`config.mk`:
```
export PLATFORM = sky130hd
export DESIGN_NAME = cfg_mux_hold
export DESIGN_NICKNAME = d
export VERILOG_FILES = /design/src/rtl/cmx_pkg.sv /design/src/rtl/cmx_sync.sv /design/src/rtl/cmx_fsm.sv /design/src/rtl/cmx_drive.sv /design/src/rtl/cfg_mux_hold.sv
export SDC_FILE = /design/constraint.sdc
export NUM_CORES = 1
export LEC_CHECK = 0
export ABC_AREA = 0
export CORE_AREA = 2 2 39 41
export CTS_CLUSTER_SIZE = 8
export DETAILED_ROUTE_END_ITERATION = 10
export DIE_AREA = 0 0 41 43
export GPL_TIMING_DRIVEN = 0
export PLACE_DENSITY = 0.79
export SYNTH_ARGS = -nofsm -noshare
export SYNTH_HDL_FRONTEND = slang
export SYNTH_HIERARCHICAL = 1
export SYNTH_SLANG_ARGS = --single-unit
```
`constraint.sdc`:
```
create_clock -name clk -period 2.8 [get_ports clk]
set_clock_uncertainty 0.15 [all_clocks]
set_input_delay 0.7 -clock clk [delete_from_list [all_inputs] [get_ports clk]]
set_output_delay 0.7 -clock clk [all_outputs]
set_load 0.01 [all_outputs]
```
`src/rtl/cmx_pkg.sv`:
```
package cmx_pkg;
    typedef enum logic [1:0] {
        CMX_TRACK = 2'd0,
        CMX_FORCE = 2'd1,
        CMX_PASS  = 2'd2
    } cmx_state_e;
endpackage

```
`src/rtl/cmx_sync.sv`:
```
module cmx_sync #(
    parameter int          W       = 2,
    parameter int          STAGES  = 2,
    parameter logic [W-1:0] RST_VAL = '0
) (
    input  logic         clk,
    input  logic         rst_n,
    input  logic [W-1:0] d,
    output logic [W-1:0] q
);
    logic [STAGES-1:0][W-1:0] chain;

    always_ff @(posedge clk or negedge rst_n) begin
        if (!rst_n) begin
            chain <= {STAGES{RST_VAL}};
        end else begin
            chain[0] <= d;
            for (int i = 1; i < STAGES; i++) begin
                chain[i] <= chain[i-1];
            end
        end
    end

    assign q = chain[STAGES-1];
endmodule

```
`src/rtl/cmx_fsm.sv`:
```
module cmx_fsm
    import cmx_pkg::*;
(
    input  logic       clk,
    input  logic       rst_n,
    input  logic       sel_s,
    input  logic       ovr_n_s,
    output cmx_state_e st_nxt,
    output cmx_state_e st_cur
);
    // state register
    always_ff @(posedge clk or negedge rst_n) begin
        if (!rst_n) st_cur <= CMX_TRACK;
        else        st_cur <= st_nxt;
    end

    // transitions
    always_comb begin
        st_nxt = st_cur;
        unique case (st_cur)
            CMX_TRACK: begin
                if (sel_s)         st_nxt = CMX_PASS;   // capture event
                else if (!ovr_n_s) st_nxt = CMX_FORCE;
            end
            CMX_FORCE: begin
                if (sel_s)         st_nxt = CMX_PASS;   // capture event
                else if (ovr_n_s)  st_nxt = CMX_TRACK;
            end
            CMX_PASS: begin
                if (!sel_s)        st_nxt = ovr_n_s ? CMX_TRACK : CMX_FORCE;
            end
            default:               st_nxt = CMX_TRACK;
        endcase
    end

    // a high select always lands in PASS
    p_sel_enters_pass_r3: assert property (@(posedge clk) disable iff (!rst_n)
        sel_s |=> (st_cur == CMX_PASS));
    // low select with force asserted lands in FORCE
    p_force_state_r4: assert property (@(posedge clk) disable iff (!rst_n)
        (!sel_s && !ovr_n_s) |=> (st_cur == CMX_FORCE));
endmodule

```
`src/rtl/cmx_drive.sv`:
```
module cmx_drive
    import cmx_pkg::*;
#(
    parameter int N_MUX = 5
) (
    input  logic             clk,
    input  logic             rst_n,
    input  cmx_state_e       st_nxt,
    input  logic [N_MUX:0]   cfg_bits,
    input  logic [N_MUX-1:0] ext_in,
    input  logic             sel_s,
    input  logic             ovr_n_s,
    output logic [N_MUX-1:0] mux_pd,
    output logic             hold_pd
);
    logic [N_MUX-1:0] mux_val;
    logic             hold_val;

    // pin values, registered from the next state
    always_ff @(posedge clk or negedge rst_n) begin
        if (!rst_n) begin
            mux_val  <= '0;
            hold_val <= 1'b0;
        end else begin
            unique case (st_nxt)
                CMX_TRACK: begin
                    mux_val  <= cfg_bits[N_MUX-1:0];
                    hold_val <= cfg_bits[N_MUX];
                end
                CMX_FORCE: begin
                    mux_val  <= '0;
                    hold_val <= 1'b0;
                end
                CMX_PASS: begin
                    mux_val  <= ext_in;
                    hold_val <= hold_val;
                end
                default: begin
                    mux_val  <= '0;
                    hold_val <= 1'b0;
                end
            endcase
        end
    end

    // open-drain enables: value 0 pulls the pin low
    for (genvar g = 0; g < N_MUX; g++) begin : g_lane
        assign mux_pd[g] = ~mux_val[g];
    end
    assign hold_pd = ~hold_val;

    p_track_cfg_r1: assert property (@(posedge clk) disable iff (!rst_n)
        (!sel_s && ovr_n_s) |=> (mux_pd == ~$past(cfg_bits[N_MUX-1:0]))
                                 && (hold_pd == ~$past(cfg_bits[N_MUX])));
    p_pass_ext_r2: assert property (@(posedge clk) disable iff (!rst_n)
        sel_s |=> (mux_pd == ~$past(ext_in)));
    p_hold_frozen_r3: assert property (@(posedge clk) disable iff (!rst_n)
        sel_s |=> $stable(hold_pd));
    p_force_low_r4: assert property (@(posedge clk) disable iff (!rst_n)
        (!sel_s && !ovr_n_s) |=> ((&mux_pd) && hold_pd));
endmodule

```
`src/rtl/cfg_mux_hold.sv`:
```
module cfg_mux_hold #(
    parameter int N_MUX       = 5,
    parameter int SYNC_STAGES = 2
) (
    input  logic             clk,
    input  logic             rst_n,
    input  logic [N_MUX:0]   cfg_bits,
    input  logic [N_MUX-1:0] ext_in,
    input  logic             sel_in,
    input  logic             ovr_n_in,
    output logic [N_MUX-1:0] mux_pd,
    output logic             hold_pd
);
    localparam int CTL_W = 2;

    logic [CTL_W-1:0]    ctl_s;
    logic                sel_s;
    logic                ovr_n_s;
    cmx_pkg::cmx_state_e st_nxt;
    cmx_pkg::cmx_state_e st_cur;

    // select resets to 0, force resets to released
    cmx_sync #(
        .W      (CTL_W),
        .STAGES (SYNC_STAGES),
        .RST_VAL(2'b01)
    ) u_sync (
        .clk  (clk),
        .rst_n(rst_n),
        .d    ({sel_in, ovr_n_in}),
        .q    (ctl_s)
    );

    assign sel_s   = ctl_s[1];
    assign ovr_n_s = ctl_s[0];

    cmx_fsm u_fsm (
        .clk    (clk),
        .rst_n  (rst_n),
        .sel_s  (sel_s),
        .ovr_n_s(ovr_n_s),
        .st_nxt (st_nxt),
        .st_cur (st_cur)
    );

    cmx_drive #(.N_MUX(N_MUX)) u_drive (
        .clk     (clk),
        .rst_n   (rst_n),
        .st_nxt  (st_nxt),
        .cfg_bits(cfg_bits),
        .ext_in  (ext_in),
        .sel_s   (sel_s),
        .ovr_n_s (ovr_n_s),
        .mux_pd  (mux_pd),
        .hold_pd (hold_pd)
    );
endmodule

```
==> results of run 1 <==
[worst paths after layout]
path / start / end / cells past startpoint
max: u_drive/hold_val / hold_pd / 2
min reg2reg: u_sync/chain[0] / u_sync/q[0] / 0
max in group asynchronous: rst_n / u_sync/chain[0] / 1
max reg2reg: u_sync/q[1] / u_drive/mux_val[0] / 5
min in group asynchronous: rst_n / u_sync/q[1] / 1
min: u_sync/chain[0] / u_sync/q[0] / 0
[layer usage]
| layer | up-vias | wire (µm) | global-route usage |
|---|---|---|---|
| li1 | 154 | - | - |
| met1 | 154 | 228 | 0.107 |
| met2 | 13 | 431 | 0.166 |
| met3 | 2 | 33 | 0.0157 |
| met4 | 0 | 19 | 0.100 |
| met5 | - | 0 | 0 |
[cells in the mapped netlist]
cell / number / area share
dfrtp_1: 10 / 0.55
inv_1: 6 / 0.050
mux2i_1: 6 / 0.13
nor2_1: 6 / 0.050
buf_4: 2 / 0.033
dfstp_2: 2 / 0.12
a211oi_2: 1 / 0.028
a21boi_1: 1 / 0.017
buf_6: 1 / 0.025
[cell usage in the layout (no fill, tap or decap)]
cell type	count
buf_4	2
nor2_1	6
clkdlybuf4s50_1	20
dfrtp_1	10
buf_6	1
inv_1	6
dfstp_2	2
clkbuf_8	1
a21boi_1	1
a211oi_2	1
clkbuf_4	3
mux2i_1	6
[registers in the layout, indices dropped and copies added (netlist names)]
signal,flops
u_sync/chain,2
u_fsm/st_cur,2
u_sync/q,2
u_drive/mux_val,5
u_drive/hold_val,1
[area by class of cell]
class | count | area (µm²) | area share
inverter | 6 | 22.5 | 0.0317
tap | 16 | 20.0 | 0.0282
clock buffer | 4 | 36.3 | 0.0511
sequential | 12 | 303 | 0.426
multi-input combinational | 14 | 103 | 0.144
timing repair buffer | 20 | 200 | 0.282
buffer | 3 | 26.3 | 0.0370
[cell families (layout without fill, tap and decap cells)]
kind of cell           after synthesis  count (layout)  share of synthesized area
and+or+nand+nor                      6               6                     0.0496
muxes                                6               6                      0.132
buffers and inverters                9              33                      0.107
DFF                                 12              12                      0.667
AOI/OAI and AO/OA                    2               2                     0.0441
[metrics by stage]
stage	util	hold slack (ns)
4_1_cts	0.514	0.209
3_3_place_gp	0.487	0.184
2_1_floorplan	-	0.181
6_report	0.514	0.207
3_5_place_dp	0.487	0.198
5_1_grt	0.514	0.211
[critical path, stage by stage (launching register included)]
cell	delay, ns
dfrtp_1	0.38
inv_1	0.05
clkdlybuf4s50_1	0.52
[power by group]
| group | internal [W] | switching, W | total (W) |
|---|---|---|---|
| sequential | 0.000187 | 0.00000432 | 0.000191 |
| combinational | 0.0000424 | 0.0000234 | 0.0000658 |
| clock | 0.0000789 | 0.0000535 | 0.000132 |
==> flow_results.xml, run 1 <==
<?xml version="1.0" encoding="UTF-8"?>
<metrics>
  <group name="timing">
    <metric name="finalSetupTns" unit="ns">0</metric>
    <metric name="max_transition_margin" unit="">0.667</metric>
    <metric name="final_period_minus_worst_setup_slack" unit="ns">2.06</metric>
    <metric name="finalHoldViolations" unit="">0</metric>
    <metric name="fin_crit_sh" unit="">0.734</metric>
    <metric name="drv_slew" unit="">0</metric>
    <metric name="finalSetupViolCount" unit="">0</metric>
    <metric name="final_critical_path_setup_slack" unit="ns">0.744</metric>
    <metric name="top_achievable_clock_speed" unit="GHz">0.486</metric>
    <metric name="rsz_0062_raised_after_global_routing" unit="">false</metric>
    <metric name="tightest_slew" unit="ns">0.497</metric>
  </group>
  <group name="finish">
    <metric name="finish.cell_count_without_fillers" unit="">75</metric>
    <metric name="diodes" unit="">0</metric>
    <metric name="layout-area-overhead-vs-synth" unit="%">56.5</metric>
    <metric name="drive_above_1_share" unit="">0.169</metric>
    <metric name="fin_area" unit="µm²">711</metric>
    <metric name="count_of_nets_after_finishing" unit="">75</metric>
    <metric name="n_fill_cell" unit="">137</metric>
  </group>
  <group name="drt">
    <metric name="detail_route.first_pass.iterations" unit="">1</metric>
    <metric name="num_vias" unit="">323</metric>
    <metric name="drt_drc_violations_left" unit="">0</metric>
    <metric name="wl_per_cell" unit="µm">9.49</metric>
    <metric name="final_ant_viol_nets" unit="">0</metric>
    <metric name="routed_via_density" unit="">4.31</metric>
    <metric name="drtIter0Drc" unit="">0</metric>
    <metric name="final_routed_wirelength_across_all_metal_layers" unit="µm">712</metric>
  </group>
  <group name="critical_path">
    <metric name="worst-endpoint-arrival" unit="ns">1.21</metric>
    <metric name="worst_setup_path_end_kind" unit="">output pin</metric>
    <metric name="required" unit="ns">1.95</metric>
    <metric name="worstSetupPathType" unit="">reg2out</metric>
    <metric name="timing.critical_path.from_type" unit="">register</metric>
    <metric name="crit_fanout" unit="">2</metric>
    <metric name="reg2reg_setup_slack" unit="ns">1.43</metric>
  </group>
  <group name="place">
    <metric name="pre_cts_ws" unit="ns">1.03</metric>
    <metric name="placed_cell_area" unit="µm²">674</metric>
    <metric name="dpl.hpwl" unit="µm">566</metric>
    <metric name="io_buffers" unit="">20</metric>
    <metric name="gp_congestion" unit="">0.697</metric>
    <metric name="place_inst" unit="">71</metric>
  </group>
  <group name="floorplanning">
    <metric name="die_y" unit="µm">43</metric>
    <metric name="die_width" unit="µm">41</metric>
    <metric name="dieArea" unit="µm²">1760</metric>
    <metric name="floorplan.rows" unit="">14</metric>
    <metric name="design.core.area" unit="µm²">1380</metric>
    <metric name="ios" unit="">21</metric>
    <metric name="initial_core_util" unit="">0.328</metric>
  </group>
  <group name="clocking">
    <metric name="resized_gates_after_cts" unit="">0</metric>
    <metric name="clock_tree.root_cell" unit="">clkbuf_4</metric>
    <metric name="cts_buffers" unit="">3</metric>
    <metric name="cts_hold_buffers" unit="">0</metric>
    <metric name="clock_sink_count" unit="">12</metric>
    <metric name="cts_tree" unit="">done</metric>
    <metric name="clock_tree.htree_level_count" unit="">1</metric>
    <metric name="clkSlewWorstSetupHoldPaths" unit="ns">0.07</metric>
    <metric name="cts_setup_buffers" unit="">0</metric>
    <metric name="worstSkewPairLatency" unit="ns">0.26</metric>
    <metric name="clock_path_buffers" unit="">2</metric>
  </group>
  <group name="synth">
    <metric name="syn-mean-instance-area" unit="µm²">13.0</metric>
    <metric name="synth.yosys.seq_area_share" unit="">0.667</metric>
    <metric name="syn_nets" unit="">50</metric>
    <metric name="synth_seq_cells" unit="">12</metric>
    <metric name="yosys.cell_types.count" unit="">9</metric>
    <metric name="syn-instance-count" unit="">35</metric>
    <metric name="synth.cell_area" unit="µm²">454</metric>
    <metric name="synth.yosys.warnings" unit="">6</metric>
  </group>
  <group name="global_routing">
    <metric name="grt_start_max_net_pins" unit="">13</metric>
    <metric name="global_route_wire_length_before_repair" unit="µm">1160</metric>
    <metric name="grt_pass1_vias" unit="">313</metric>
    <metric name="grt.overflow.total" unit="">0</metric>
    <metric name="grt_antenna_before_repair" unit="">0</metric>
    <metric name="groute.usage.overall" unit="">0.105</metric>
  </group>
  <group name="pwr">
    <metric name="finalPower" unit="W">0.000389</metric>
    <metric name="power-per-cell-area" unit="nW/µm²">548</metric>
    <metric name="power_leakage" unit="nW">0.334</metric>
    <metric name="vdd_ir_drop_max" unit="mV">0.275</metric>
  </group>
  <group name="flow_run">
    <metric name="max_cap_viol_count" unit="">0</metric>
  </group>
  <group name="run_status">
    <metric name="outcome" unit="">complete, no violations</metric>
  </group>
  <group name="min_path">
    <metric name="min_path_type" unit="">reg2reg</metric>
  </group>
</metrics>
No activity file was read; power rests on OpenSTA's default activity.
==> inputs of run 2 (changes only) <==
- clock period: 2.8 -> 1.9 ns (I/O delays scaled with it)
==> results of run 2 <==
Same layout as run 1 (identical final DEF). Status: complete, no violations.
Among the figures that moved: setup slack after placement 1.03 ns -> 0.352 ns; setup slack after layout 0.744 ns -> 0.0686 ns; register-to-register setup slack 1.43 ns -> 0.53 ns; total power 0.000389 W -> 0.000574 W; worst IR drop on VDD 0.275 mV -> 0.406 mV
==> inputs of run 3 (changes only) <==
- clock period: 1.9 -> 1.75 ns (I/O delays scaled with it)
==> flow_results.xml, run 3 (synthesis results as in run 1) <==
<?xml version="1.0" encoding="UTF-8"?>
<metrics>
  <group name="drt">
    <metric name="drtIter0Drc" unit="">0</metric>
    <metric name="detail_route.first_pass.iterations" unit="">1</metric>
    <metric name="final_routed_wirelength_across_all_metal_layers" unit="µm">711</metric>
    <metric name="drt_drc_violations_left" unit="">0</metric>
    <metric name="wl_per_cell" unit="µm">9.48</metric>
    <metric name="routed_via_density" unit="">4.31</metric>
    <metric name="final_ant_viol_nets" unit="">0</metric>
    <metric name="num_vias" unit="">323</metric>
  </group>
  <group name="run_status">
    <metric name="outcome" unit="">complete, no violations</metric>
  </group>
  <group name="finish">
    <metric name="layout-area-overhead-vs-synth" unit="%">54.8</metric>
    <metric name="largest_register_ffs" unit="">5</metric>
    <metric name="drive_above_1_share" unit="">0.169</metric>
    <metric name="fin_area" unit="µm²">703</metric>
    <metric name="diodes" unit="">0</metric>
    <metric name="ff_latch_area" unit="µm²">303</metric>
    <metric name="mostFrequentLayoutCells" unit="">clkdlybuf4s50_1 (14), dfrtp_1 (10)</metric>
    <metric name="mostFrequentLayoutCell" unit="">clkdlybuf4s50_1</metric>
    <metric name="multiInputGateArea" unit="µm²">103</metric>
    <metric name="count_of_nets_after_finishing" unit="">75</metric>
    <metric name="n_fill_cell" unit="">138</metric>
    <metric name="regMostFlops" unit="">u_drive/mux_val</metric>
  </group>
  <group name="critical_path">
    <metric name="cp_slowest_stage_delay" unit="ns">0.38</metric>
    <metric name="required" unit="ns">1.16</metric>
    <metric name="crit_fanout" unit="">2</metric>
    <metric name="worst_setup_path_end_kind" unit="">output pin</metric>
    <metric name="crit_path_cell_trace" unit="">inv_1, dlygate4sd2_1</metric>
    <metric name="worst_r2r_startpoint" unit="">u_sync/q[1]</metric>
    <metric name="worst-endpoint-arrival" unit="ns">0.94</metric>
    <metric name="worst_flop_to_flop_path_endpoint" unit="">u_drive/mux_val[0]</metric>
    <metric name="worstSetupPathType" unit="">reg2out</metric>
    <metric name="reg2reg_setup_slack" unit="ns">0.38</metric>
    <metric name="timing.critical_path.from_type" unit="">register</metric>
    <metric name="cp_slowest_cell" unit="">dfrtp_1</metric>
    <metric name="reg2reg_depth" unit="">5</metric>
  </group>
  <group name="clocking">
    <metric name="clock_path_buffers" unit="">2</metric>
    <metric name="cts_buffers" unit="">3</metric>
    <metric name="clock_sink_count" unit="">12</metric>
    <metric name="clkSlewWorstSetupHoldPaths" unit="ns">0.07</metric>
    <metric name="worstSkewPairLatency" unit="ns">0.26</metric>
    <metric name="cts_tree" unit="">done</metric>
    <metric name="clock_tree.htree_level_count" unit="">1</metric>
    <metric name="clock_tree.root_cell" unit="">clkbuf_4</metric>
  </group>
  <group name="place">
    <metric name="placed_cell_area" unit="µm²">674</metric>
    <metric name="gp_congestion" unit="">0.697</metric>
    <metric name="dpl.hpwl" unit="µm">566</metric>
    <metric name="io_buffers" unit="">20</metric>
  </group>
  <group name="global_routing">
    <metric name="global_route.usage.met3" unit="">0.0157</metric>
    <metric name="global_routing_s_busiest_layer" unit="">met2</metric>
    <metric name="global_route_wire_length_before_repair" unit="µm">1150</metric>
    <metric name="grt_antenna_before_repair" unit="">0</metric>
    <metric name="grt_start_max_net_pins" unit="">13</metric>
    <metric name="grt.overflow.total" unit="">0</metric>
    <metric name="met2_usage" unit="">0.163</metric>
    <metric name="groute.usage.overall" unit="">0.104</metric>
    <metric name="grt_pass1_vias" unit="">307</metric>
    <metric name="use_met1" unit="">0.107</metric>
  </group>
  <group name="timing">
    <metric name="max_transition_margin" unit="">0.667</metric>
    <metric name="finalSetupViolCount" unit="">0</metric>
    <metric name="drv_slew" unit="">0</metric>
    <metric name="fin_crit_sh" unit="">0.871</metric>
    <metric name="finalHoldViolations" unit="">0</metric>
    <metric name="top_achievable_clock_speed" unit="GHz">0.656</metric>
    <metric name="tightest_slew" unit="ns">0.497</metric>
    <metric name="finalSetupTns" unit="ns">0</metric>
    <metric name="final_period_minus_worst_setup_slack" unit="ns">1.52</metric>
    <metric name="rsz_0062_raised_after_global_routing" unit="">false</metric>
  </group>
  <group name="floorplanning">
    <metric name="die_y" unit="µm">43</metric>
    <metric name="dieArea" unit="µm²">1760</metric>
    <metric name="ios" unit="">21</metric>
    <metric name="floorplan.rows" unit="">14</metric>
    <metric name="initial_core_util" unit="">0.328</metric>
    <metric name="design.core.area" unit="µm²">1380</metric>
    <metric name="die_width" unit="µm">41</metric>
  </group>
  <group name="flow_run">
    <metric name="max_cap_viol_count" unit="">0</metric>
  </group>
  <group name="pwr">
    <metric name="power-per-cell-area" unit="nW/µm²">872</metric>
    <metric name="vdd_ir_drop_max" unit="mV">0.431</metric>
    <metric name="power_leakage" unit="nW">0.337</metric>
  </group>
  <group name="min_path">
    <metric name="min_delay_worst_endpoint" unit="">u_sync/q[0]</metric>
    <metric name="min_from" unit="">u_sync/chain[0]</metric>
    <metric name="min_path_type" unit="">reg2reg</metric>
    <metric name="timing.hold.worst_path_depth" unit="">0</metric>
  </group>
</metrics>
## run 3: changes by cell type in the layout (fill, tap and decap cells not counted), sizes merged
cell,before,now
dlygate4sd2,0,6
clkdlybuf4s50,20,14
## run 3: per-stage QoR
| step | total power, W | hold slack, ns | utilization | setup slack (ns) | std cells |
|---|---|---|---|---|---|
| 6_report | 0.000613 | 0.207 | 0.508 | 0.226 | 75 |
| 5_1_grt | 0.000649 | 0.211 | 0.508 | 0.166 | 75 |
| 2_1_floorplan | 0.000351 | -0.00809 | - | 0.500 | 35 |
| 3_3_place_gp | 0.000416 | 0.184 | 0.487 | 0.243 | 71 |
| 4_1_cts | 0.000624 | 0.209 | 0.508 | 0.210 | 75 |
| 3_5_place_dp | 0.000420 | 0.198 | 0.487 | 0.240 | 71 |
## run 3: critical path: cells and delay by family, from the launching register on
family                 cells  cell delay (ns)
flip-flops                 1             0.38
buffers and inverters      2             0.30
## run 3: worst max-delay path by stage
stage | from | endpoint | slack [ns]
6_report | u_drive/hold_val | hold_pd | 0.23
5_1_grt | u_drive/hold_val | hold_pd | 0.17
4_1_cts | u_drive/hold_val | hold_pd | 0.21
3_5_place_dp | u_drive/hold_val | hold_pd | 0.24
3_3_place_gp | u_drive/hold_val | hold_pd | 0.24
2_1_floorplan | u_sync/q[1] | u_drive/mux_val[0] | 0.50
## run 3: metal layers
metal  vias up  wire (µm)
met5         -          0
li1        154          -
met3         2         34
met2        13        428
met4         0         19
met1       154        228
## run 3: timing repair
item	in CTS	in global routing
setup buffers	0	0
setup endpoints to repair	6	0
gates resized for setup	6	0
hold buffers	0	0
## run 3: power by group
group	total (W)	switching, W	leakage [nW]	internal, W
Combinational	0.0000953	0.0000368	0.173	0.0000585
Sequential	0.000306	0.00000690	0.143	0.000299
Clock	0.000212	0.0000855	0.0210	0.000126
Total	0.000613	0.000129	0.337	0.000484
## run 3: area by class of cell
| class | instances | share of cell area |
|---|---|---|
| flip-flops and latches | 12 | 0.431 |
| well taps | 16 | 0.0285 |
| clock buffers | 4 | 0.0516 |
| plain buffers | 3 | 0.0374 |
| repair buffers | 20 | 0.274 |
| multi-input cells | 14 | 0.146 |
| inverters | 6 | 0.0320 |
